===== config.mk =====
export PLATFORM = sky130hd
export DESIGN_NAME = yc_field_source
export DESIGN_NICKNAME = d
export VERILOG_FILES = /design/src/rtl/yfs_pkg.sv /design/src/rtl/yfs_timing.sv /design/src/rtl/yfs_lanes.sv /design/src/rtl/yc_field_source.sv
export SDC_FILE = /design/constraint.sdc
export NUM_CORES = 1
export LEC_CHECK = 0
export ABC_AREA = 1
export CAP_MARGIN = 20
export CORE_UTILIZATION = 49
export CTS_BUF_LIST = sky130_fd_sc_hd__clkbuf_16
export DETAILED_ROUTE_END_ITERATION = 6
export DONT_BUFFER_PORTS = 1
export PLACE_DENSITY = 0.66
export SYNTH_ARGS = -nofsm -noshare
export SYNTH_HDL_FRONTEND = slang
export SYNTH_SLANG_ARGS = --single-unit

===== constraint.sdc =====
create_clock -name clk -period 2.1 [get_ports clk]
set_clock_uncertainty 0.15 [all_clocks]
set_input_delay 0.315 -clock clk [delete_from_list [all_inputs] [get_ports clk]]
set_output_delay 0.315 -clock clk [all_outputs]
set_load 0.01 [all_outputs]

===== src/rtl/yfs_pkg.sv =====
package yfs_pkg;

    localparam logic [7:0] BLANK_LUMA   = 8'h10;
    localparam logic [7:0] BLANK_CHROMA = 8'h80;

    typedef struct packed {
        logic       hs;
        logic       vs;
        logic       fld;
        logic       de;
        logic [7:0] luma;
        logic [7:0] chroma;
    } yfs_pix_t;

endpackage


===== src/rtl/yfs_timing.sv =====
module yfs_timing #(
    parameter int ACT_W  = 1280,
    parameter int FLINES = 480,
    parameter int HBLANK = 370,
    parameter int VBLANK = 22,
    parameter int HW     = 11,
    parameter int VW     = 9
) (
    input  logic          clk,
    input  logic          rst_n,
    output logic [HW-1:0] hpos,
    output logic [VW-1:0] vline,
    output logic          odd
);
    localparam logic [HW-1:0] H_LAST = HW'(HBLANK + ACT_W - 1);
    localparam logic [VW-1:0] V_LAST = VW'(VBLANK + FLINES - 1);

    typedef struct packed {
        logic [HW-1:0] h;
        logic [VW-1:0] v;
        logic          odd;
    } tm_t;

    tm_t tm_d, tm_q;

    always_comb begin
        tm_d = tm_q;
        if (tm_q.h == H_LAST) begin
            tm_d.h = '0;
            if (tm_q.v == V_LAST) begin
                tm_d.v   = '0;
                tm_d.odd = ~tm_q.odd;
            end else begin
                tm_d.v = tm_q.v + 1'b1;
            end
        end else begin
            tm_d.h = tm_q.h + 1'b1;
        end
    end

    always_ff @(posedge clk) begin
        if (!rst_n) begin
            tm_q <= '0;
        end else begin
            tm_q <= tm_d;
        end
    end

    assign hpos  = tm_q.h;
    assign vline = tm_q.v;
    assign odd   = tm_q.odd;

endmodule


===== src/rtl/yfs_lanes.sv =====
module yfs_lanes
    import yfs_pkg::*;
#(
    parameter int   HBLANK = 370,
    parameter int   VBLANK = 22,
    parameter int   HS_W   = 16,
    parameter int   VS_W   = 16,
    parameter logic HS_ACT = 1'b1,
    parameter logic VS_ACT = 1'b1,
    parameter int   HW     = 11,
    parameter int   VW     = 9
) (
    input  logic          clk,
    input  logic          rst_n,
    input  logic [HW-1:0] hpos,
    input  logic [VW-1:0] vline,
    input  logic          odd,
    output yfs_pix_t      pix
);
    localparam logic [HW-1:0] HB_C  = HW'(HBLANK);
    localparam logic [HW-1:0] HSW_C = HW'(HS_W);
    localparam logic [HW-1:0] VSW_C = HW'(VS_W);
    localparam logic [VW-1:0] VB_C  = VW'(VBLANK);

    yfs_pix_t pix_d, pix_q;
    logic [VW-1:0] act_line;
    logic [7:0]    px8;
    logic [7:0]    fl8;
    logic          hs_on, vs_on, de_on;

    always_comb begin
        hs_on    = (hpos < HSW_C);
        vs_on    = (vline == '0) && (hpos < VSW_C);
        de_on    = (hpos >= HB_C) && (vline >= VB_C);
        act_line = vline - VB_C;
        px8      = 8'(hpos - HB_C);
        fl8      = 8'({act_line, odd});

        pix_d.hs  = hs_on ? HS_ACT : ~HS_ACT;
        pix_d.vs  = vs_on ? VS_ACT : ~VS_ACT;
        pix_d.fld = odd;
        pix_d.de  = de_on;
        if (de_on) begin
            pix_d.luma   = px8 + fl8;
            pix_d.chroma = px8[0] ? {2'b11, fl8[5:0]} : {2'b01, fl8[5:0]};
        end else begin
            pix_d.luma   = BLANK_LUMA;
            pix_d.chroma = BLANK_CHROMA;
        end
    end

    always_ff @(posedge clk) begin
        if (!rst_n) begin
            pix_q.hs     <= ~HS_ACT;
            pix_q.vs     <= ~VS_ACT;
            pix_q.fld    <= 1'b0;
            pix_q.de     <= 1'b0;
            pix_q.luma   <= BLANK_LUMA;
            pix_q.chroma <= BLANK_CHROMA;
        end else begin
            pix_q <= pix_d;
        end
    end

    assign pix = pix_q;

endmodule


===== src/rtl/yc_field_source.sv =====
module yc_field_source
    import yfs_pkg::*;
#(
    parameter int   ACT_W     = 1280,
    parameter int   ACT_LINES = 960,
    parameter int   HBLANK    = 370,
    parameter int   VBLANK    = 22,
    parameter int   HS_W      = 16,
    parameter int   VS_W      = 16,
    parameter logic HS_ACT    = 1'b1,
    parameter logic VS_ACT    = 1'b1
) (
    input  logic       clk,
    input  logic       rst_n,
    output logic       hsync,
    output logic       vsync,
    output logic       field,
    output logic       de,
    output logic [7:0] luma,
    output logic [7:0] chroma
);
    localparam int FLINES = ACT_LINES / 2;
    localparam int HW     = $clog2(HBLANK + ACT_W);
    localparam int VW     = $clog2(VBLANK + FLINES);

    logic [HW-1:0] hpos;
    logic [VW-1:0] vline;
    logic          odd;
    yfs_pix_t      pix;

    yfs_timing #(
        .ACT_W (ACT_W),
        .FLINES(FLINES),
        .HBLANK(HBLANK),
        .VBLANK(VBLANK),
        .HW    (HW),
        .VW    (VW)
    ) u_timing (
        .clk  (clk),
        .rst_n(rst_n),
        .hpos (hpos),
        .vline(vline),
        .odd  (odd)
    );

    yfs_lanes #(
        .HBLANK(HBLANK),
        .VBLANK(VBLANK),
        .HS_W  (HS_W),
        .VS_W  (VS_W),
        .HS_ACT(HS_ACT),
        .VS_ACT(VS_ACT),
        .HW    (HW),
        .VW    (VW)
    ) u_lanes (
        .clk  (clk),
        .rst_n(rst_n),
        .hpos (hpos),
        .vline(vline),
        .odd  (odd),
        .pix  (pix)
    );

    assign hsync  = pix.hs;
    assign vsync  = pix.vs;
    assign field  = pix.fld;
    assign de     = pix.de;
    assign luma   = pix.luma;
    assign chroma = pix.chroma;

endmodule


* Yosys cells after proc, flatten, opt, wreduce, memory -nomap -nowiden
Index checks and enable logic that the tools add are counted.
** Word-level totals
- Register bits after elaboration :: 41
- Output and inout bits :: 20
- Word-level logic and storage cells :: 31
** Cells by class
- Add/subtract/negate cells :: 5
- Order comparisons :: 3
- Equality and inequality tests :: 2
- Muxes and demuxes :: 4
- Bitwise operators :: 2
- Reductions and logical operators :: 6
** Operators with widths (count)
- 11-bit by 1-bit adder with 11-bit output, second input constant :: 1
- 11-bit equality test, second input constant :: 1
- 11-bit by 9-bit greater-or-equal comparator with 1-bit output, second input constant :: 1
- 11-bit by 5-bit less-than comparator with 1-bit output, second input constant :: 1
- 9-bit by 1-bit adder with 9-bit output, second input constant :: 1
- 9-bit equality test, second input constant :: 1
- 9-bit by 5-bit greater-or-equal comparator with 1-bit output, second input constant :: 1
- 9-bit zero test :: 1
- 9-bit 2-to-1 mux :: 1
- 8-bit adder :: 1
- 8-bit 2-to-1 mux :: 1
- 8-bit by 7-bit subtractor with 8-bit output, second input constant :: 1
- 7-bit by 5-bit subtractor with 7-bit output, second input constant :: 1
- 2-bit AND reduction :: 2
- 1-bit logical AND :: 2
- 1-bit 2-to-1 mux :: 2
- 1-bit NOT :: 2
- 2-bit OR reduction :: 1

* Logic depth before layout (Yosys ltp)
Gate-level depths: netlist of run 1.
- Depth in word-level cells :: 3
- Mapped depth :: 15

* Modules after synthesis
A second synthesis of run 1 with hierarchy kept.
** Unflattened totals
- Cells, all modules :: 327
- Area, all modules :: 2331.0 um^2
** By module, submodules not included
- yfs_lanes :: times used 1, cells an instance 167, area each 1233.7 um^2, seq. area each 400.4 um^2
- yfs_timing :: times used 1, cells an instance 160, area each 1097.3 um^2, seq. area each 420.4 um^2

* Least setup slack after synthesis of run 1
Ideal clock, no wire load.
- Kind :: register -> register
- Start :: register u_timing.tm_q, in the netlist u_timing.vline[1]
- End :: register, netlist name u_lanes.pix[15]
- Library setup time :: 115 ps
- Arrival time :: 1865 ps
- Data required time :: 1835 ps
- Path slack :: -30 ps
- Stages on the path, launching flop included :: 9
- Clock period less this slack :: 2130 ps
- Cell sequence :: dfxtp_1 ha_1 or2_2 nand2_1 xor2_1 ha_1 or2_2 a21oi_1 nor2_1
** On the way
- Word-level cells in the longest chain between the ends :: 3
** RTL lines
- start, declared :: line yfs_timing.sv:24 : tm_t tm_d, tm_q;
- start signal, assigned :: line yfs_timing.sv:45 : tm_q <= tm_d;
- parallel branches: the longest is 3 deep, another holds 8-bit adder
Parallel ways; which one is timed is not known.
A chain may end at the register's enable or synchronous reset.

* Final worst setup path of run 1
- Start :: register u_timing.tm_q, in the netlist u_timing.vline[1]
- End :: register, netlist name u_lanes.pix[15]
** On the way
- Word-level cells in the longest chain between the ends :: 3
** RTL lines
- parallel branches: the longest is 3 deep, another holds 8-bit adder
Parallel ways; which one is timed is not known.

==> results of run 1 <==
kinds of logic after synthesis:
family / count (synthesis) / synth area share
AND/OR/NAND/NOR: 159 / 0.334
buffers and inverters: 53 / 0.0898
XOR/XNOR: 10 / 0.0386
adder cells (fa/ha/maj): 18 / 0.102
flip-flops: 41 / 0.361
AO/OA/AOI/OAI: 31 / 0.0733
sequential cells by signal, summed over array words and instances, names as in the netlist:
register        flops
u_lanes.pix        20
u_timing.hpos      11
u_timing.vline      9
u_timing.odd        1
per-layer routing:
layer / GRT usage / vias up / wire (um)
met2: 0.349 / 55 / 2560
met4: 0.0778 / 0 / 68
met1: 0.282 / 921 / 2200
li1: - / 1057 / -
met5: 0 / - / 0
met3: 0.0390 / 10 / 253
through the flow:
step	setup TNS, ps	total power [mW]
floorplan	0	0.913
global placement	0	0.954
detailed placement	0	0.955
CTS	0	1.70
global route	-35.8	1.81
finish	0	1.72
area by class of cell:
cell class | instances | area (sq um)
Clock buffer | 5 | 125
Clock inverter | 3 | 17.5
Fill cell | 385 | 1690
Inverter | 49 | 184
Multi-Input combinational cell | 218 | 1340
Sequential cell | 41 | 828
Tap cell | 52 | 65.1
Timing Repair Buffer | 20 | 165
what timing repair did:
item                                    CTS  global route
setup buffers                             0             5
hold endpoints to repair                  1             0
endpoints found under the setup margin    0             5
resized for setup                         0            25
hold buffers                              1             0
synth_stat cells, types with 2 or more instances:
| cell | number | share of area |
|---|---|---|
| a211oi_1 | 2 | 0.0066 |
| a21oi_1 | 20 | 0.044 |
| buf_2 | 4 | 0.0088 |
| dfxtp_1 | 41 | 0.36 |
| ha_1 | 17 | 0.094 |
| inv_1 | 44 | 0.073 |
| inv_2 | 5 | 0.0083 |
| nand2_1 | 65 | 0.11 |
| nand2_2 | 3 | 0.0083 |
| nand3_1 | 18 | 0.040 |
| nand3b_1 | 2 | 0.0066 |
| nand4_1 | 11 | 0.030 |
| nor2_1 | 34 | 0.056 |
| nor3_1 | 12 | 0.026 |
| nor3_2 | 2 | 0.0088 |
| nor3b_1 | 3 | 0.0099 |
| nor4_1 | 2 | 0.0055 |
| o21ai_0 | 6 | 0.013 |
| or2_2 | 2 | 0.0055 |
| xnor2_1 | 3 | 0.012 |
| xor2_1 | 7 | 0.027 |
power groups by stage:
stage	combinational (mW)	sequential, mW	clock [mW]
after global routing	0.217	0.791	0.806
after floorplan	0.104	0.809	0
final	0.190	0.791	0.739
after detailed placement	0.146	0.809	0
after global placement	0.145	0.808	0
after CTS	0.149	0.791	0.762
final timing paths:
kind	from	endpoint	depth (start not counted)
worst min register to register	u_timing.odd	u_lanes.pix[17]	2
worst min-delay path	rst_n	u_timing.odd	2
worst max-delay path	u_timing.vline[1]	u_lanes.pix[15]	8
worst max register to register	u_timing.vline[1]	u_lanes.pix[15]	8
==> results.toml, run 1 <==
[outcome]
outcome = "finished, final reports clean"

[routing]
vias_per_cell = 5.27
drt-initial-drc-count = 201
antenna_left = 0
dr.pass1.iters = 4
num_vias = 2043
drt-total-wl_um = 5080
wire_per_inst_um = 13.1
post-route-drc-count = 0

[sta]
whs_ps = 21.3
slew_violations = 0
slew_headroom = 0.759
setup_viol = 0
fmax_mhz = 500
finalCriticalPeriod_ps = 2000
finalCritPeriodShare = 0.952
finalHoldViolations = 0
fin_ws_ps = 101
tightest_slew_ps = 358

[floorplan]
io_pins = 22
die_h_um = 70.1
start_util = 0.514
die_w_um = 70.1
design.die.area_sq_um = 4910
std_cell_rows = 24
core_region_area_sq_um = 4410

[cts]
clock-sinks = 41
htreeDepth = 2
worst_skew_pair.late_latency_ps = 280
path_clk_slew_ps = 60
clockBufferDepth = 2
cts_root_buf = "clkbuf_16"
cts_buffers = 5
cts_tree = "built"

[setup_path]
startpoint_type = "flop"
worstPathRequired_ps = 2130
path_max_fanout = 3
slowest_stage = "dfxtp_1"
path_buf_inv = 0
arrival_ps = 2030
worstPathCellList = "ha_2 > or2_4 > nand2_2 > xor2_1 > ha_1 > or2_2 > a21oi_2 > nor2_1"
worstSetupEndpointType = "flop"
cp_top_family = "simple AND/OR/NAND/NOR gates"
criticalPathCategory = "flop to flop"
rrSetupSlack_ps = 100
cpPeakStageDelay_ps = 320

[final_layout]
layout_common_cells = "nand2_1 (60), inv_1 (42), dfxtp_1 (39), nor2_1 (32), a21oi_1 (19)"
instances_no_fill = 388
nets = 355
final_common_cell = "nand2_1"
design_area_sq_um = 2730
synthToLayoutAreaGrowth_pct = 20.1
antennaDiodeCount = 0
drive_gt1_frac = 0.190
final_util = 0.618

[pwr]
power.density_nw_per_um2 = 630
p_sw_frac = 0.238
power_frac_seq = 0.460
peakVddDrop_mv = 0.440
p_sw_uw = 410
leakage_nw = 1.25
power_frac_comb = 0.110
clock_power_share = 0.430
p_int_mw = 1.31

[synthesis]
ys.flop_type = "dfxtp_1"
syn_area_sq_um = 2270
avgSynthCellArea_sq_um = 7.28
synthArstFlopShare = 0
synth_seq_cells = 41
syn_inst = 312
synth-edff-count = 0
synth_cell_type_count = 30
seq_area_frac_synth = 0.361
synth_fp_nets = 332
yosysWarnings = 0

[placement]
placed_area_sq_um = 2420
placedCellCount = 374
port_buffers = 0
dp_slack_ps = 52.9
gp_congestion = 0.878
hpwl_um = 3770

[grt]
grt_pass1_wl_um = 8270
grt.overflow.total = 0
grt_max_degree = 14
grt_usage = 0.214
grt_antenna_before_repair = 0
grt_pass1_vias = 1821

[run]
drv_cap = 0

[hold_path]
min_path_type = "input port to flop"
No activity file was read; power rests on OpenSTA's default activity.
==> inputs of run 2 (changes only) <==
--- a/config.mk
+++ b/config.mk
@@ -5,13 +5,14 @@
 export SDC_FILE = /design/constraint.sdc
 export NUM_CORES = 1
 export LEC_CHECK = 0
-export ABC_AREA = 1
+export ABC_CLOCK_PERIOD_IN_PS = 2100
 export CAP_MARGIN = 20
 export CORE_UTILIZATION = 49
 export CTS_BUF_LIST = sky130_fd_sc_hd__clkbuf_16
 export DETAILED_ROUTE_END_ITERATION = 6
 export DONT_BUFFER_PORTS = 1
 export PLACE_DENSITY = 0.66
+export SETUP_SLACK_MARGIN = 0.5
 export SYNTH_ARGS = -nofsm -noshare
 export SYNTH_HDL_FRONTEND = slang
 export SYNTH_SLANG_ARGS = --single-unit
==> run 2 against run 1 <==
  * The flow now finishes with violations (negative setup slack)
  * Combinational power up 38%
  * Clock power up 17%
  * Critical path depth up 1
  * Via count down 17%
  * First-iteration DRC count down 49%
  * Sequential share of layout area down 3.1 points
  * Total power up 12%
  * Sequential power about the same
  * Count of clock-buffer cells in the layout unchanged
  * Highest routed layer unchanged
  * Hold slack worse by 8.1 ps
==> results.toml, run 2 <==
[outcome]
outcome = "complete, but fails checks"
violations = "negative setup slack"

[sta]
whs_ps = 13.3
fmax_mhz = 473
slew_violations = 0
finalCritPeriodShare = 1.01
finalCriticalPeriod_ps = 2120
tightest_slew_ps = 365
rsz0062_at_grt = "yes"
slew_headroom = 0.755
fin_ws_ps = -16.3
setup_viol = 1
finalHoldViolations = 0

[setup_path]
arrival_ps = 2180
criticalPathCategory = "flop to flop"
worstPathCellList = "inv_4 > ha_4 > xor2_1 > ha_1 > a21o_1 > a21oi_2 > a21oi_2 > a221oi_2 > mux2i_1"
cpPeakStageDelay_ps = 390
startpoint_type = "flop"
path_buf_inv = 1
worstPathRequired_ps = 2160
crit_top_cell = "a21oi_2"
cp_num_cells = 9
r2r_cells = 9
worstSetupEndpointType = "flop"
slowest_stage = "dfxtp_4"
path_max_fanout = 3
cp_top_family = "compound AO/OA/AOI/OAI gates"

[routing]
post-route-drc-count = 0
vias_per_cell = 5.37
antenna_left = 0
dr.pass1.iters = 4
wire_per_inst_um = 16.9
drt-initial-drc-count = 103
drt-total-wl_um = 5360
num_vias = 1702

[floorplan]
design.die.area_sq_um = 4560
die_h_um = 67.5
die_w_um = 67.5
io_pins = 22
std_cell_rows = 23
core_region_area_sq_um = 4060
start_util = 0.518

[synthesis]
seq_area_frac_synth = 0.390
ys.flop_type = "dfxtp_1"
syn_inst = 224
synth_common_cells = "dfxtp_1 (41), nor2_1 (33), ha_1 (17)"
synth_top_cell_area_share = 0.390
synth_most_common_cell = "dfxtp_1"
synthArstFlopShare = 0
synth_top_area_cell = "dfxtp_1"
synth_seq_cells = 41
synth-edff-count = 0
avgSynthCellArea_sq_um = 9.39
synth_cell_type_count = 45
yosysWarnings = 0
synth_area_leaders = "dfxtp_1 (39%), ha_1 (10%), xnor2_1 (6.7%)"
syn_area_sq_um = 2100
synth_fp_nets = 244

[hold_path]
hold_depth = 1
min_path_type = "input port to flop"

[final_layout]
final_util = 0.758
synthToLayoutAreaGrowth_pct = 46.2
final_common_cell = "dfxtp_1"
antennaDiodeCount = 0
nets = 286
largest_register_ffs = 20
drive_gt1_frac = 0.491
layout_common_cells = "dfxtp_1 (34), buf_4 (32), nor2_1 (17), xor2_1 (13), xnor2_1 (13)"

[cts]
hold_buffers = 0
clock-sinks = 41
path_clk_slew_ps = 60
worst_skew_pair.late_latency_ps = 280
cts_buffers = 5
htreeDepth = 2
clockBufferDepth = 2
cts_tree = "built"
cts_root_buf = "clkbuf_16"

[placement]
hpwl_um = 2950
port_buffers = 0
gp_congestion = 0.849

[pwr]
power.density_nw_per_um2 = 624
peakVddDrop_mv = 0.556
leakage_nw = 1.25

[grt]
grt_pass1_wl_um = 7560
grt_antenna_before_repair = 0
grt_pass1_vias = 1599
grt_max_degree = 15
grt.overflow.total = 0
grt_usage = 0.226

[run]
drv_cap = 0
## run 2: changes by cell type in the layout (fill, tap and decap cells not counted), sizes merged, moves of 8 or more
cell and change:
buf +23, a21oi -12, nand3 -15, xnor2 +13, and3 +8, nand2 -59, nor3 -11, and2 +8
inv -36
## run 2: worst register-to-register path, delay by kind of cell, from the launching register on
kind | cells | cell delay (ps)
AOI/OAI and AO/OA | 4 | 680
adders and majority gates | 2 | 440
DFF | 1 | 390
muxes | 1 | 210
xor gates and xnor gates | 1 | 140
buffers and inverters | 1 | 50
## run 2: path summary, 6_finish.rpt
kind / slack [ps] / start / end
max: -20 / u_timing.hpos[1] / u_lanes.pix[15]
min: 10 / rst_n / u_lanes.pix[17]
max reg2reg: -20 / u_timing.hpos[1] / u_lanes.pix[15]
min reg2reg: 370 / u_timing.vline[0] / u_lanes.pix[1]
## run 2: per-layer routing
| metal | routed length, um | up-vias | part of all wire | track usage |
|---|---|---|---|---|
| met5 | 0 | - | 0 | 0 |
| met4 | 50 | 0 | 0.0093 | 0.0851 |
| met3 | 172 | 5 | 0.032 | 0.0541 |
| met2 | 2810 | 37 | 0.52 | 0.380 |
| met1 | 2330 | 823 | 0.43 | 0.274 |
| li1 | - | 837 | - | - |
## run 2: layout make-up
type / instances / area (sq um)
timing repair inverter: 1 / 7.51
fill: 235 / 983
inverter: 13 / 56.3
multi-input combinational: 161 / 1550
tap: 50 / 62.6
clock buffer: 5 / 125
timing repair buffer: 43 / 387
sequential: 41 / 840
clock inverter: 3 / 46.3
## run 2: logic make-up after synthesis
| kind of cell | Yosys count | share of synthesized area |
|---|---|---|
| AOI/OAI and AO/OA | 25 | 0.0821 |
| xor gates and xnor gates | 31 | 0.143 |
| adders and majority gates | 18 | 0.111 |
| buffers and inverters | 22 | 0.0553 |
| DFF | 41 | 0.390 |
| muxes | 2 | 0.00952 |
| and+or+nand+nor | 85 | 0.209 |
## run 2: timing repair
item	in CTS	in global routing
pin swaps	25	25
cloned	1	1
endpoints found under the setup margin	40	39
resized for setup	53	42
hold endpoints to repair	0	0
buffers inserted	14	10
## run 2: power breakdown
part	internal [mW]	switching [mW]	total (mW)
clock network	0.562	0.301	0.862
registers	0.782	0.00988	0.792
logic	0.142	0.121	0.263
total	1.49	0.432	1.92
## run 2: stage by stage
stage,power (mW),setup TNS (ps),setup slack [ps],instances,instance area [sq um]
2_1_floorplan,0.935,0,68.6,224,2170
3_3_place_gp,0.985,0,6.82,283,2310
3_5_place_dp,0.984,0,26.4,283,2310
4_1_cts,1.89,0,20.4,306,2820
5_1_grt,1.99,-133,-113,317,3070
6_report,1.92,-16.3,-16.3,317,3070
==> inputs of run 3 (changes only) <==
--- a/config.mk
+++ b/config.mk
@@ -5,13 +5,12 @@
 export SDC_FILE = /design/constraint.sdc
 export NUM_CORES = 1
 export LEC_CHECK = 0
-export ABC_CLOCK_PERIOD_IN_PS = 2100
+export ABC_CLOCK_PERIOD_IN_PS = 2500
 export CAP_MARGIN = 20
 export CORE_UTILIZATION = 49
 export CTS_BUF_LIST = sky130_fd_sc_hd__clkbuf_16
 export DETAILED_ROUTE_END_ITERATION = 6
 export DONT_BUFFER_PORTS = 1
-export PLACE_DENSITY = 0.66
 export SETUP_SLACK_MARGIN = 0.5
 export SYNTH_ARGS = -nofsm -noshare
 export SYNTH_HDL_FRONTEND = slang
==> constraint.sdc (replaced) <==
create_clock -name clk -period 2.5 [get_ports clk]
set_clock_uncertainty 0.15 [all_clocks]
set_input_delay 0.375 -clock clk [delete_from_list [all_inputs] [get_ports clk]]
set_output_delay 0.375 -clock clk [all_outputs]
set_load 0.01 [all_outputs]
==> run 3 against run 2 <==
  * The flow now finishes without violations
  * Final cell count down 8.2%
  * Sequential power down 17%
  * Critical path depth unchanged
  * Worst setup slack better by 460 ps
  * Sequential share of layout area up 6.1 points
  * Count of clock-buffer cells in the layout up 1
  * Utilization down 13 points
  * Global-route usage down 1.0 points
==> results.toml, run 3 (synthesized netlist as in run 2, its figures left out) <==
[outcome]
outcome = "finished, final reports clean"

[setup_path]
arrival_ps = 2120
criticalPathCategory = "flop to flop"
worstPathRequired_ps = 2560
path_max_fanout = 4
rrSetupSlack_ps = 440
worstSetupEndpointType = "flop"
startpoint_type = "flop"

[cts]
worst_skew_pair.late_latency_ps = 290
cts_root_buf = "clkbuf_16"
clockBufferDepth = 2
hold_buffers = 0
clock-sinks = 41
cts_buffers = 5
cts_tree = "built"
path_clk_slew_ps = 60
htreeDepth = 2

[final_layout]
layout_common_cells = "nor2_1 (33), dfxtp_1 (30), buf_4 (19), xnor2_1 (15)"
final_common_cell = "nor2_1"
nets = 261
drive_gt1_frac = 0.278
synthToLayoutAreaGrowth_pct = 22.0
antennaDiodeCount = 0
largest_register_ffs = 20
nFillCells = 326

[floorplan]
io_pins = 22
die_w_um = 67.5
core_region_area_sq_um = 4060
design.die.area_sq_um = 4560
die_h_um = 67.5
start_util = 0.518
std_cell_rows = 23

[sta]
setup_viol = 0
fmax_mhz = 487
fin_tns_setup_ps = 0
slew_headroom = 0.722
finalCriticalPeriod_ps = 2060
finalCritPeriodShare = 0.822
rsz0062_at_grt = "yes"
tightest_slew_ps = 411
slew_violations = 0
finalHoldViolations = 0

[hold_path]
min_path_type = "input port to flop"

[grt]
grt.overflow.total = 0
top_usage_layer = "met2"
grt_pass1_vias = 1470
grt_antenna_before_repair = 0
use_met1 = 0.284
globalRouteMet3Util = 0.0372
grt_pass1_wl_um = 7060
grt_max_degree = 13
globalRouteMet2Util = 0.340
grt_usage = 0.215

[routing]
vias_per_cell = 5.31
drt-initial-drc-count = 94
dr.pass1.iters = 4
drt-total-wl_um = 4380
post-route-drc-count = 0
antenna_left = 0
num_vias = 1545
wire_per_inst_um = 15.0

[placement]
gp_congestion = 0.831
hpwl_um = 3040
port_buffers = 0

[pwr]
p_total_mw = 1.49
leakage_nw = 1.05
power.density_nw_per_um2 = 581
peakVddDrop_mv = 0.256

[run]
drv_cap = 0
run 3: worst max-delay path, stage by stage, from the launching register on:
cell      delay [ps]
dfxtp_4          360
inv_4             60
ha_4             140
xor2_2           170
ha_4             220
a21o_1           160
a21oi_2          160
a21oi_2           80
a221oi_2         270
mux2i_1          210
run 3: what timing repair did:
item	4_1_cts	5_1_grt
setup endpoints to repair	32	17
setup buffers	9	10
gates resized for setup	29	8
pin swaps	7	8
run 3: path summary, 6_finish.rpt:
check / startpoint / to / cells past startpoint
setup reg to reg: u_timing.hpos[2] / u_lanes.pix[15] / 9
setup / recovery: u_timing.hpos[2] / u_lanes.pix[15] / 9
hold / removal: rst_n / u_lanes.pix[17] / 1
hold reg to reg: u_timing.hpos[0] / u_lanes.pix[7] / 1
run 3: report_power, final:
part           total (mW)  internal (mW)  switching (mW)
combinational       0.161         0.0820          0.0786
sequential          0.660          0.653         0.00741
clock               0.669          0.423           0.247
total                1.49           1.16           0.332
run 3: metal layers:
layer | share of wire | routed length (um)
met1 | 0.48 | 2100
met2 | 0.45 | 1980
met3 | 0.049 | 215
met4 | 0.020 | 87
met5 | 0 | 0
run 3: cell type report:
cell class / instances / area, sq um / area share
clock buffers: 6 / 150 / 0.0585
clock inverters: 1 / 5.00 / 0.00195
inverters: 13 / 53.8 / 0.0210
multi-input cells: 161 / 1290 / 0.505
flip-flops and latches: 41 / 857 / 0.334
well taps: 50 / 62.6 / 0.0244
repair buffers: 19 / 143 / 0.0556
run 3: per-stage QoR:
step	worst slack [ps]	utilization	instances	hold slack, ps	cell area (sq um)
finish	445	0.632	291	60.7	2570
global placement	306	0.526	265	354	2130
CTS	399	0.609	281	61.4	2470
global route	349	0.632	291	78.4	2570
floorplan	469	-	224	330	2140
detailed placement	238	0.526	265	355	2130
